--- src/rtl/dsr_pkg.sv ---
package dsr_pkg;
    localparam int N_RGN    = 4;
    localparam int N_TGT    = 6;
    localparam int T_DTCM0  = 0;
    localparam int T_DTCM1  = 1;
    localparam int T_ITCM0  = 2;
    localparam int T_ITCM1  = 3;
    localparam int T_DCACHE = 4;
    localparam int T_L2     = 5;

    localparam logic [3:0] WAIT_MIN = 4'd5;
    localparam logic [3:0] WAIT_MAX = 4'd12;

    typedef enum logic [1:0] {
        PS_IDLE  = 2'd0,
        PS_WAIT  = 2'd1,
        PS_GRANT = 2'd2
    } pace_state_e;

    function automatic logic [3:0] clamp_wait(input logic [3:0] w);
        if (w < WAIT_MIN) return WAIT_MIN;
        if (w > WAIT_MAX) return WAIT_MAX;
        return w;
    endfunction
endpackage

--- src/rtl/dsr_region_match.sv ---
module dsr_region_match #(
    parameter int AW = 32,
    parameter int SW = 5
) (
    input  logic [AW-1:0] addr,
    input  logic [AW-1:0] base,
    input  logic [SW-1:0] szlog,
    input  logic          en,
    output logic          hit
);
    logic [AW-1:0] keep_mask;

    // Bits at or above szlog must match; lower bits are the offset.
    assign keep_mask = {AW{1'b1}} << szlog;
    assign hit       = en && ((addr & keep_mask) == (base & keep_mask));
endmodule

--- src/rtl/dsr_route_decide.sv ---
module dsr_route_decide
    import dsr_pkg::*;
(
    input  logic             req_valid,
    input  logic             req_write,
    input  logic             attr_cacheable,
    input  logic             attr_shareable,
    input  logic             attr_wthru,
    input  logic             cfg_cache_en,
    input  logic             cache_tag_hit,
    input  logic [N_RGN-1:0] rgn_hit,
    output logic [N_TGT-1:0] tgt_sel,
    output logic             linefill_req,
    output logic [N_TGT-1:0] wt_fwd_sel,
    output logic             itcm_primary
);
    logic cache_hit;

    assign cache_hit = cache_tag_hit && attr_cacheable && !attr_shareable && cfg_cache_en;

    always_comb begin
        tgt_sel      = '0;
        wt_fwd_sel   = '0;
        linefill_req = 1'b0;
        if (req_valid) begin
            if (rgn_hit[T_DTCM0]) begin
                tgt_sel[T_DTCM0] = 1'b1;
            end else if (rgn_hit[T_DTCM1]) begin
                tgt_sel[T_DTCM1] = 1'b1;
            end else if (cache_hit) begin
                tgt_sel[T_DCACHE] = 1'b1;
                if (req_write && attr_wthru) begin
                    if (rgn_hit[T_ITCM0])      wt_fwd_sel[T_ITCM0] = 1'b1;
                    else if (rgn_hit[T_ITCM1]) wt_fwd_sel[T_ITCM1] = 1'b1;
                    else                       wt_fwd_sel[T_L2]    = 1'b1;
                end
            end else if (rgn_hit[T_ITCM0]) begin
                tgt_sel[T_ITCM0] = 1'b1;
            end else if (rgn_hit[T_ITCM1]) begin
                tgt_sel[T_ITCM1] = 1'b1;
            end else begin
                tgt_sel[T_L2] = 1'b1;
                linefill_req  = !req_write && attr_cacheable && cfg_cache_en;
            end
        end
    end

    assign itcm_primary = tgt_sel[T_ITCM0] || tgt_sel[T_ITCM1];
endmodule

--- src/rtl/dsr_itcm_pacer.sv ---
module dsr_itcm_pacer
    import dsr_pkg::*;
#(
    parameter int CW = 4
) (
    input  logic          clk,
    input  logic          rst_n,
    input  logic          req_valid,
    input  logic          itcm_primary,
    input  logic [3:0]    cfg_itcm_wait,
    output logic          req_ready
);
    pace_state_e   st, st_nxt;
    logic [CW-1:0] cnt, cnt_nxt;
    logic [3:0]    wait_eff;

    assign wait_eff = clamp_wait(cfg_itcm_wait);

    always_comb begin
        st_nxt  = st;
        cnt_nxt = cnt;
        unique case (st)
            PS_IDLE: begin
                if (req_valid && itcm_primary) begin
                    st_nxt  = PS_WAIT;
                    cnt_nxt = CW'(wait_eff - 4'd1);
                end
            end
            PS_WAIT: begin
                if (!req_valid)          st_nxt  = PS_IDLE;
                else if (cnt == CW'(1))  st_nxt  = PS_GRANT;
                else                     cnt_nxt = cnt - CW'(1);
            end
            PS_GRANT: st_nxt = PS_IDLE;
            default:  st_nxt = PS_IDLE;
        endcase
    end

    always_ff @(posedge clk) begin
        if (!rst_n) begin
            st  <= PS_IDLE;
            cnt <= '0;
        end else begin
            st  <= st_nxt;
            cnt <= cnt_nxt;
        end
    end

    always_comb begin
        unique case (st)
            PS_IDLE:  req_ready = req_valid && !itcm_primary;
            PS_WAIT:  req_ready = 1'b0;
            PS_GRANT: req_ready = req_valid;
            default:  req_ready = 1'b0;
        endcase
    end
endmodule

--- src/rtl/dside_router.sv ---
module dside_router
    import dsr_pkg::*;
#(
    parameter int AW = 32,
    parameter int SW = 5
) (
    input  logic                clk,
    input  logic                rst_n,
    input  logic                req_valid,
    input  logic [AW-1:0]       req_addr,
    input  logic                req_write,
    input  logic                attr_cacheable,
    input  logic                attr_shareable,
    input  logic                attr_wthru,
    input  logic [4*AW-1:0]     cfg_rgn_base,
    input  logic [4*SW-1:0]     cfg_rgn_szlog,
    input  logic [3:0]          cfg_rgn_en,
    input  logic                cfg_cache_en,
    input  logic                cache_tag_hit,
    input  logic [3:0]          cfg_itcm_wait,
    output logic [5:0]          tgt_sel,
    output logic                linefill_req,
    output logic [5:0]          wt_fwd_sel,
    output logic                req_ready
);
    logic [N_RGN-1:0] rgn_hit;
    logic             itcm_primary;

    for (genvar i = 0; i < N_RGN; i++) begin : g_rgn
        dsr_region_match #(.AW(AW), .SW(SW)) u_match (
            .addr  (req_addr),
            .base  (cfg_rgn_base[i*AW +: AW]),
            .szlog (cfg_rgn_szlog[i*SW +: SW]),
            .en    (cfg_rgn_en[i]),
            .hit   (rgn_hit[i])
        );
    end

    dsr_route_decide u_decide (
        .req_valid      (req_valid),
        .req_write      (req_write),
        .attr_cacheable (attr_cacheable),
        .attr_shareable (attr_shareable),
        .attr_wthru     (attr_wthru),
        .cfg_cache_en   (cfg_cache_en),
        .cache_tag_hit  (cache_tag_hit),
        .rgn_hit        (rgn_hit),
        .tgt_sel        (tgt_sel),
        .linefill_req   (linefill_req),
        .wt_fwd_sel     (wt_fwd_sel),
        .itcm_primary   (itcm_primary)
    );

    dsr_itcm_pacer #(.CW(4)) u_pacer (
        .clk           (clk),
        .rst_n         (rst_n),
        .req_valid     (req_valid),
        .itcm_primary  (itcm_primary),
        .cfg_itcm_wait (cfg_itcm_wait),
        .req_ready     (req_ready)
    );
endmodule

--- config.mk ---
export PLATFORM = sky130hd
export DESIGN_NAME = dside_router
export DESIGN_NICKNAME = d
export VERILOG_FILES = /design/src/rtl/dsr_pkg.sv /design/src/rtl/dsr_region_match.sv /design/src/rtl/dsr_route_decide.sv /design/src/rtl/dsr_itcm_pacer.sv /design/src/rtl/dside_router.sv
export SDC_FILE = /design/constraint.sdc
export NUM_CORES = 1
export LEC_CHECK = 0
export ABC_AREA = 1
export BUFFER_PORTS_ARGS = -buffer_cell sky130_fd_sc_hd__buf_2
export CAP_MARGIN = 20
export CORE_MARGIN = 5
export CORE_UTILIZATION = 42
export CTS_BUF_LIST = sky130_fd_sc_hd__clkbuf_16
export CTS_CLUSTER_SIZE = 12
export DETAILED_ROUTE_END_ITERATION = 6
export PLACE_DENSITY = 0.87
export SYNTH_ARGS = -nofsm -noshare
export SYNTH_HDL_FRONTEND = slang
export SYNTH_HIERARCHICAL = 1
export SYNTH_SLANG_ARGS = --single-unit
--- constraint.sdc ---
create_clock -name clk -period 1.8 [get_ports clk]
set_input_delay 0.18 -clock clk [delete_from_list [all_inputs] [get_ports clk]]
set_output_delay 0.18 -clock clk [all_outputs]
set_load 0.01 [all_outputs]
==> results of run 1 <==
==> cell type report <==
class | count | area, um^2 | share of cell area [%]
Timing Repair Buffer | 285 | 1920 | 30.6
Inverter | 119 | 462 | 7.35
Clock buffer | 3 | 75.1 | 1.20
Multi-Input combinational cell | 671 | 3560 | 56.6
Antenna cell | 3 | 7.51 | 0.120
Sequential cell | 6 | 120 | 1.91
Tap cell | 108 | 135 | 2.15
==> final timing paths <==
| kind | slack, ns | from | end | cells after the start |
|---|---|---|---|---|
| min | 0.21 | rst_n | u_pacer/cnt[0] | 3 |
| max | -0.32 | cfg_rgn_szlog[12] | req_ready | 14 |
| min reg2reg | 0.46 | u_pacer/cnt[1] | u_pacer/cnt[1] | 2 |
| max reg2reg | 0.61 | u_pacer/cnt[0] | u_pacer/cnt[1] | 6 |
==> state kept, by name, summed over array words and instances, names as in the netlist <==
| signal | count |
|---|---|
| u_pacer/cnt | 4 |
| u_pacer/st | 2 |
==> routing by layer <==
metal  vias to the layer above  track usage (%)
met5                         -                0
met4                         2             13.5
met3                        90             4.71
met2                       403             48.0
met1                      2701             33.4
li1                       2972                -
==> per-stage QoR <==
stage,TNS [ns],hold slack [ns]
5_1_grt,-3.84,0.215
2_1_floorplan,-0.0902,0.306
3_5_place_dp,-2.99,0.445
6_report,-2.06,0.211
3_3_place_gp,-2.80,0.443
4_1_cts,-0.798,0.211
==> logic make-up (layout without fill, tap and decap cells) <==
group	after synthesis	in the layout
AND/OR/NAND/NOR	549	549
buffers and inverters	130	407
XOR/XNOR	81	81
flip-flops	6	6
AO/OA/AOI/OAI	35	35
adder cells (fa/ha/maj)	3	3
other	1	6
==> worst max-delay path, delay by kind of cell <==
kind            cells  cell delay [ns]
simple gates        9             0.92
buf+inv             3             0.47
compound gates      2             0.35
==> cells in the mapped netlist <==
master	number	area, um^2
a211oi_1	1	7.51
a21oi_1	5	25.0
a21oi_2	4	35.0
a21oi_4	1	16.3
buf_4	11	82.6
conb_1	1	3.75
dfxtp_1	6	120
ha_1	3	37.5
inv_1	108	405
inv_2	11	41.3
nand2_1	340	1280
nand2_2	7	43.8
nand2_4	2	22.5
nand3_1	44	220
nand3_2	1	10.0
nand3b_1	2	15.0
nand4_1	6	37.5
nor2_1	136	510
nor2_2	1	6.26
nor2_4	2	22.5
nor3_1	1	5.00
nor4_1	1	6.26
o21ai_0	19	95.1
o21ai_1	5	25.0
or2_1	1	6.26
or2_2	5	31.3
xnor2_1	17	149
xor2_1	64	561
==> report_power, final <==
group	switching, uW	internal (uW)	leakage (uW)
Sequential	0.0181	134	0.0000483
Combinational	743	630	0.00367
Clock	66.2	284	0.0000370
Total	809	1050	0.00375
==> what timing repair did <==
item,CTS,global route
setup endpoints to repair,14,15
buffers inserted,6,3
endpoints found under the hold margin,0,0
resized for setup,93,105
pin swaps,33,46
==> results by group, run 1 <==
Run status
  • Status: complete, but fails checks
  • Violations in the final reports: negative setup slack

Floorplanning
  • Boundary pin count: 211
  • Placeable core region: 8810 um^2
  • Width of the chip: 105 um
  • Die extent in y: 105 um
  • Cell Rows: 34
  • Starting utilization of the core area: 43.4%
  • Floorplan die area: 11100 um^2

Routing
  • Via density per instance: 5.16
  • Starting DRT DRC Count: 486
  • Total via count after detailed routing: 6168
  • DR WL/cell: 15.1 um
  • Met3 WL post-DR: 1880 um
  • Total length of routed met2 wires: 8500 um
  • Aggregate routed wire length: 18000 um
  • Number of nets with antenna violations after routing: 0
  • Length of the first detailed-routing pass in iterations: 5
  • DR top layer: met5
  • Met1 wire length: 6700 um
  • DR DRC count: 0

Cells and area
  • Layout cell share with drive strength beyond 1: 38.8%
  • Area growth syn-to-layout: 64.4%
  • Leading cell types in the layout, fill and taps excluded: nand2_1 (306), buf_2 (177), nor2_1 (110), inv_1 (90), buf_4 (71)
  • Final core utilization: 71.3%
  • Final design area excluding fillers: 6280 um^2
  • Layout net count: 1286
  • Fill cell total of the finished layout: 740
  • Non-filler instance count after layout: 1195
  • Leading cell type in the layout, fill and taps excluded: nand2_1

Job
  • Max Cap Violations: 0

Clock network
  • Insertion delay to the later sink of the worst-skew pair: 0.22 ns
  • Largest buffer count on any clock path: 2
  • CTS hold repair buffers: 0
  • CTS tree: yes
  • Number of clock buffers inserted by TritonCTS: 3
  • Number of sinks on the clock net: 6
  • Post-CTS clock slew at the launch and capture registers of the worst setup and hold paths: 0.03 ns
  • Root Buffer: clkbuf_16
  • Level count of the clock H-tree: 1

Worst setup path
  • Cells along the critical path: buf_4 > nor2_2 > nand2_1 > nor2_1 > nor2_1 > nand2_1 > nor2_2 > nand3_1 > a21oi_2 > buf_4 > nor2_4 > nor2_4 > a211oi_2 > buf_2
  • Slowest CP cell: a211oi_2
  • Peak fanout along the critical path: 7
  • Arrival time of data at the critical path endpoint: 1.94 ns
  • Worst path required time: 1.62 ns
  • Critical Path Sink Type: output port
  • Worst setup path category: primary input to output port
  • Critical path's largest stage delay: 0.26 ns
  • CP Launch Type: primary input

GRT
  • Number of antenna violations at the first check in global routing: 4
  • Vias in the first global route: 5657
  • Total grt overflow: 0
  • First-pass GRT wire length: 25600 um
  • Maximum number of pins on one net before global-route repair: 10
  • Overall global routing resource usage: 27.8%

Placed design
  • DP HPWL: 14000 um
  • Weighted congestion reported at the end of routability-driven placement: 1.02
  • Post-place setup slack: -0.377 ns
  • Number of port buffers: 207
  • Inst Count DP: 1181
  • Total cell area at the placement stage: 5520 um^2

STA
  • Clock Skew: 0.000279 ns
  • Maximum frequency from static timing analysis: 472 MHz
  • Count of final setup violators: 15
  • Number of failing hold endpoints at the final stage: 0
  • Post-route minimum period: 2.12 ns
  • Final number of max-transition violations: 0
  • Final critical-path setup slack: -0.317 ns
  • Unrepaired setup endpoints after global routing: true
  • Part of the cycle the worst path needs: 118%

Yosys
  • Area fraction in compound gates after synthesis: 5.34%
  • Netlist Area Pre-Place: 3820 um^2
  • Number of cells produced by synthesis: 805
  • Largest family of logic cells by synthesized area: simple AND/OR/NAND/NOR gates
  • Share of the yosys chip area belonging to registers: 3.15%
  • Unique masters post-synth: 28
  • Multiplexer share of the synthesized area: 0%
  • Parity-gate share of the synthesized area counting xor and xnor cells: 18.6%
  • Synthesized-area fraction occupied by and/or/nand/nor cells: 58.0%
  • Share of synthesized cell area in full adder, half adder and majority cells: 0.983%
  • Post-synthesis area per instance: 4.74 um^2
  • Yosys warning count: 6
  • Number of flip-flops and latches in the synthesized netlist: 6

Power and ir drop
  • Leakage dissipation: 0.00375 uW
  • Cell area power density: 296 nW/um^2
  • Overall power consumption: 1860 uW
  • Largest voltage drop on the vdd net: 323 uV

Hold path
  • Hold/Removal Path Class: primary input to flop
No activity file was read; power rests on OpenSTA's default activity.
==> run 2, diff against run 1 <==
- MAX_ROUTING_LAYER: default -> met4
- REMOVE_ABC_BUFFERS: default -> 1
==> run 2 against run 1 <==
Net effect: the run still ends with negative setup slack left; maximum frequency rose by 6.7%; sequential share of layout area rose by 0.14 points; cell area is 6.7% lower; utilization down 4.7 points; non-clock buffer count decreased by 24; power down 4.7%; global-route usage up 1.7 points; critical path depth grew 3; critical path type unchanged; critical endpoint unchanged; highest routed layer is now met4.
==> results by group, run 2 (synthesis gave the netlist of run 1 again) <==
Floorplanning
  • Placeable core region: 8810 um^2 (unchanged)
  • Cell Rows: 34 (unchanged)
  • Boundary pin count: 211 (unchanged)
  • Floorplan die area: 11100 um^2 (unchanged)
  • Starting utilization of the core area: 43.4% (unchanged)
  • Die extent in y: 105 um (unchanged)
  • Width of the chip: 105 um (unchanged)

Placed design
  • Inst Count DP: 1158 (-1.9%)
  • Number of port buffers: 207 (unchanged)
  • Weighted congestion reported at the end of routability-driven placement: 1.02 (about the same)
  • Post-place setup slack: -0.386 ns (-0.00829 ns)
  • DP HPWL: 13900 um (about the same)

Worst setup path
  • Worst setup path category: primary input to output port
  • Worst path required time: 1.62 ns (about the same)
  • Critical register-to-register path startpoint: u_pacer/cnt[0]
  • Worst r2r path cells: 6 (unchanged)
  • Critical Path Sink Type: output port
  • Worst reg-to-reg setup slack: 0.63 ns (+0.02 ns)
  • CP Launch Type: primary input
  • Arrival time of data at the critical path endpoint: 1.80 ns (-0.14 ns)
  • Peak fanout along the critical path: 8 (+1)
  • Critical register-to-register path endpoint: u_pacer/cnt[1]

Cells and area
  • Layout net count: 1262 (-1.9%)
  • Leading cell types in the layout, fill and taps excluded: nand2_1 (318), buf_2 (178), nor2_1 (119), inv_1 (99), xor2_1 (64)
  • Antenna Cells: 0 (-3)
  • Area growth syn-to-layout: 53.5%
  • Non-filler instance count after layout: 1168 (-2.3%)
  • Largest registers: u_pacer/cnt x4, u_pacer/st x2
  • Layout cell share with drive strength beyond 1: 33.7% (-5.2 points)
  • Max reg flops: 4 (unchanged)
  • Largest Register: u_pacer/cnt
  • Leading cell type in the layout, fill and taps excluded: nand2_1
  • Fill cell total of the finished layout: 868 (+17%)

Routing
  • Length of the first detailed-routing pass in iterations: 6 (+1)
  • Starting DRT DRC Count: 368 (-24%)
  • Via density per instance: 4.89 (-5.2%)
  • Total via count after detailed routing: 5713 (-7.4%)
  • Number of nets with antenna violations after routing: 0 (unchanged)
  • DR WL/cell: 14.3 um (-5.2%)
  • DR DRC count: 0 (unchanged)
  • Aggregate routed wire length: 16700 um (-7.4%)

Clock network
  • CTS tree: yes
  • Post-CTS clock slew at the launch and capture registers of the worst setup and hold paths: 0.04 ns (about the same)
  • Number of clock buffers inserted by TritonCTS: 3 (unchanged)
  • Largest buffer count on any clock path: 2 (unchanged)
  • Level count of the clock H-tree: 1 (unchanged)
  • Number of sinks on the clock net: 6 (unchanged)
  • Root Buffer: clkbuf_16
  • Insertion delay to the later sink of the worst-skew pair: 0.24 ns (+0.02 ns)

Hold path
  • Cell depth of the worst hold path: 3 (unchanged)
  • Hold/Removal Path Class: primary input to flop
  • Sink of the worst hold path: u_pacer/cnt[3]
  • Start point of the worst hold path: rst_n

GRT
  • Maximum number of pins on one net before global-route repair: 10 (unchanged)
  • Number of antenna violations at the first check in global routing: 0 (-4)
  • Overall global routing resource usage: 29.5% (+1.7 points)
  • Total grt overflow: 0 (unchanged)
  • First-pass GRT wire length: 26100 um (+1.9%)
  • Vias in the first global route: 5591 (-1.2%)

Power and ir drop
  • Part of the total power dissipated in sequential elements: 7.5% (+0.3 points)
  • Relative contribution of combinational cells to total power: 71.1% (-2.8 points)
  • Clock share of power: 21.3% (+2.4 points)
  • Largest voltage drop on the vdd net: 349 uV (+8.0%)
  • Cell area power density: 302 nW/um^2 (+2.1%)
  • Overall power consumption: 1770 uW (-4.7%)
  • Switching fraction of total power: 44.1% (+0.53 points)
  • Sw Pwr: 781 uW (-3.5%)
  • Power Internal: 990 uW (-5.6%)
  • Leakage dissipation: 0.00360 uW (-4.2%)

Run status
  • Status: complete, but fails checks
  • Violations in the final reports: negative setup slack

STA
  • Unrepaired setup endpoints after global routing: true
  • Post-Route Hold Slack: 0.208 ns (-0.00307 ns)
  • Post-route minimum period: 1.98 ns (-0.133 ns)
  • Final number of max-transition violations: 0 (unchanged)
  • Clock Skew: 0.00447 ns (+0.00419 ns)
  • Final critical-path setup slack: -0.184 ns (+0.133 ns)
  • Number of failing hold endpoints at the final stage: 0 (unchanged)
  • Count of final setup violators: 13 (-2)
  • Maximum frequency from static timing analysis: 504 MHz (+6.7%)
  • Part of the cycle the worst path needs: 110% (-7.4 points)

Job
  • Max Cap Violations: 0 (unchanged)
-- run 2: changes by cell type in the layout (fill, tap and decap cells not counted), sizes merged --
| cell | change |
|---|---|
| buf | -24 |
| diode | -3 |
-- run 2: layout make-up --
| class | instances | area, um^2 | share of cell area [%] |
|---|---|---|---|
| multi-input cells | 671 | 3390 | 57.8 |
| repair buffers | 261 | 1670 | 28.5 |
| inverters | 119 | 469 | 8.01 |
| well taps | 108 | 135 | 2.31 |
| flip-flops and latches | 6 | 120 | 2.05 |
| clock buffers | 3 | 75.1 | 1.28 |
-- run 2: metrics by stage --
stage / area, um^2 / util [%] / setup TNS, ns
6_report: 5860 / 66.5 / -1.27
5_1_grt: 5860 / 66.5 / -2.83
4_1_cts: 5720 / 65.0 / -0.592
3_5_place_dp: 5290 / 60.1 / -3.04
3_3_place_gp: 5290 / 60.1 / -2.81
2_1_floorplan: 3740 / - / 0
-- run 2: worst max-delay path by stage --
stage	from	endpoint	slack (ns)
after floorplan	cfg_rgn_szlog[2]	u_pacer/cnt[0]	0.07
after global placement	cfg_rgn_szlog[2]	u_pacer/cnt[0]	-0.34
after detailed placement	cfg_rgn_szlog[2]	u_pacer/cnt[0]	-0.39
after CTS	cfg_rgn_szlog[3]	req_ready	-0.16
after global routing	cfg_rgn_szlog[3]	req_ready	-0.27
final	req_addr[1]	req_ready	-0.18
-- run 2: power by group through the flow --
stage,sequential (uW),combinational (uW),clock (uW)
after floorplan,136,553,0
after global placement,136,1110,0
after detailed placement,136,1110,0
final,134,1260,378
after CTS,134,1210,377
after global routing,134,1390,385
-- run 2: what timing repair did --
action	CTS	global route
setup endpoints to repair	14	15
pin swaps	40	13
gates cloned	1	1
resized for setup	110	40
buffers inserted	4	3
endpoints found under the hold margin	0	0
hold buffers	0	0
-- run 2: routing by layer --
layer	vias up	global-route usage (%)	wire, um
li1	2908	-	-
met1	2483	34.7	6660
met2	269	51.3	8090
met3	53	3.42	1300
met4	0	11.4	654
met5	-	-	0
-- run 2: worst max-delay path, stage by stage --
cell and delay (ns):
buf_4 0.14, inv_1 0.05, nand2_1 0.04, nand2_1 0.06, nor2_1 0.04, nor2_1 0.11
nand2_1 0.08, nor2_1 0.12, nand3_1 0.11, a21oi_2 0.17, inv_1 0.09, nand2_2 0.09
nor2_4 0.05, nand2_2 0.08, nor2_2 0.06, a211oi_2 0.16, buf_2 0.16
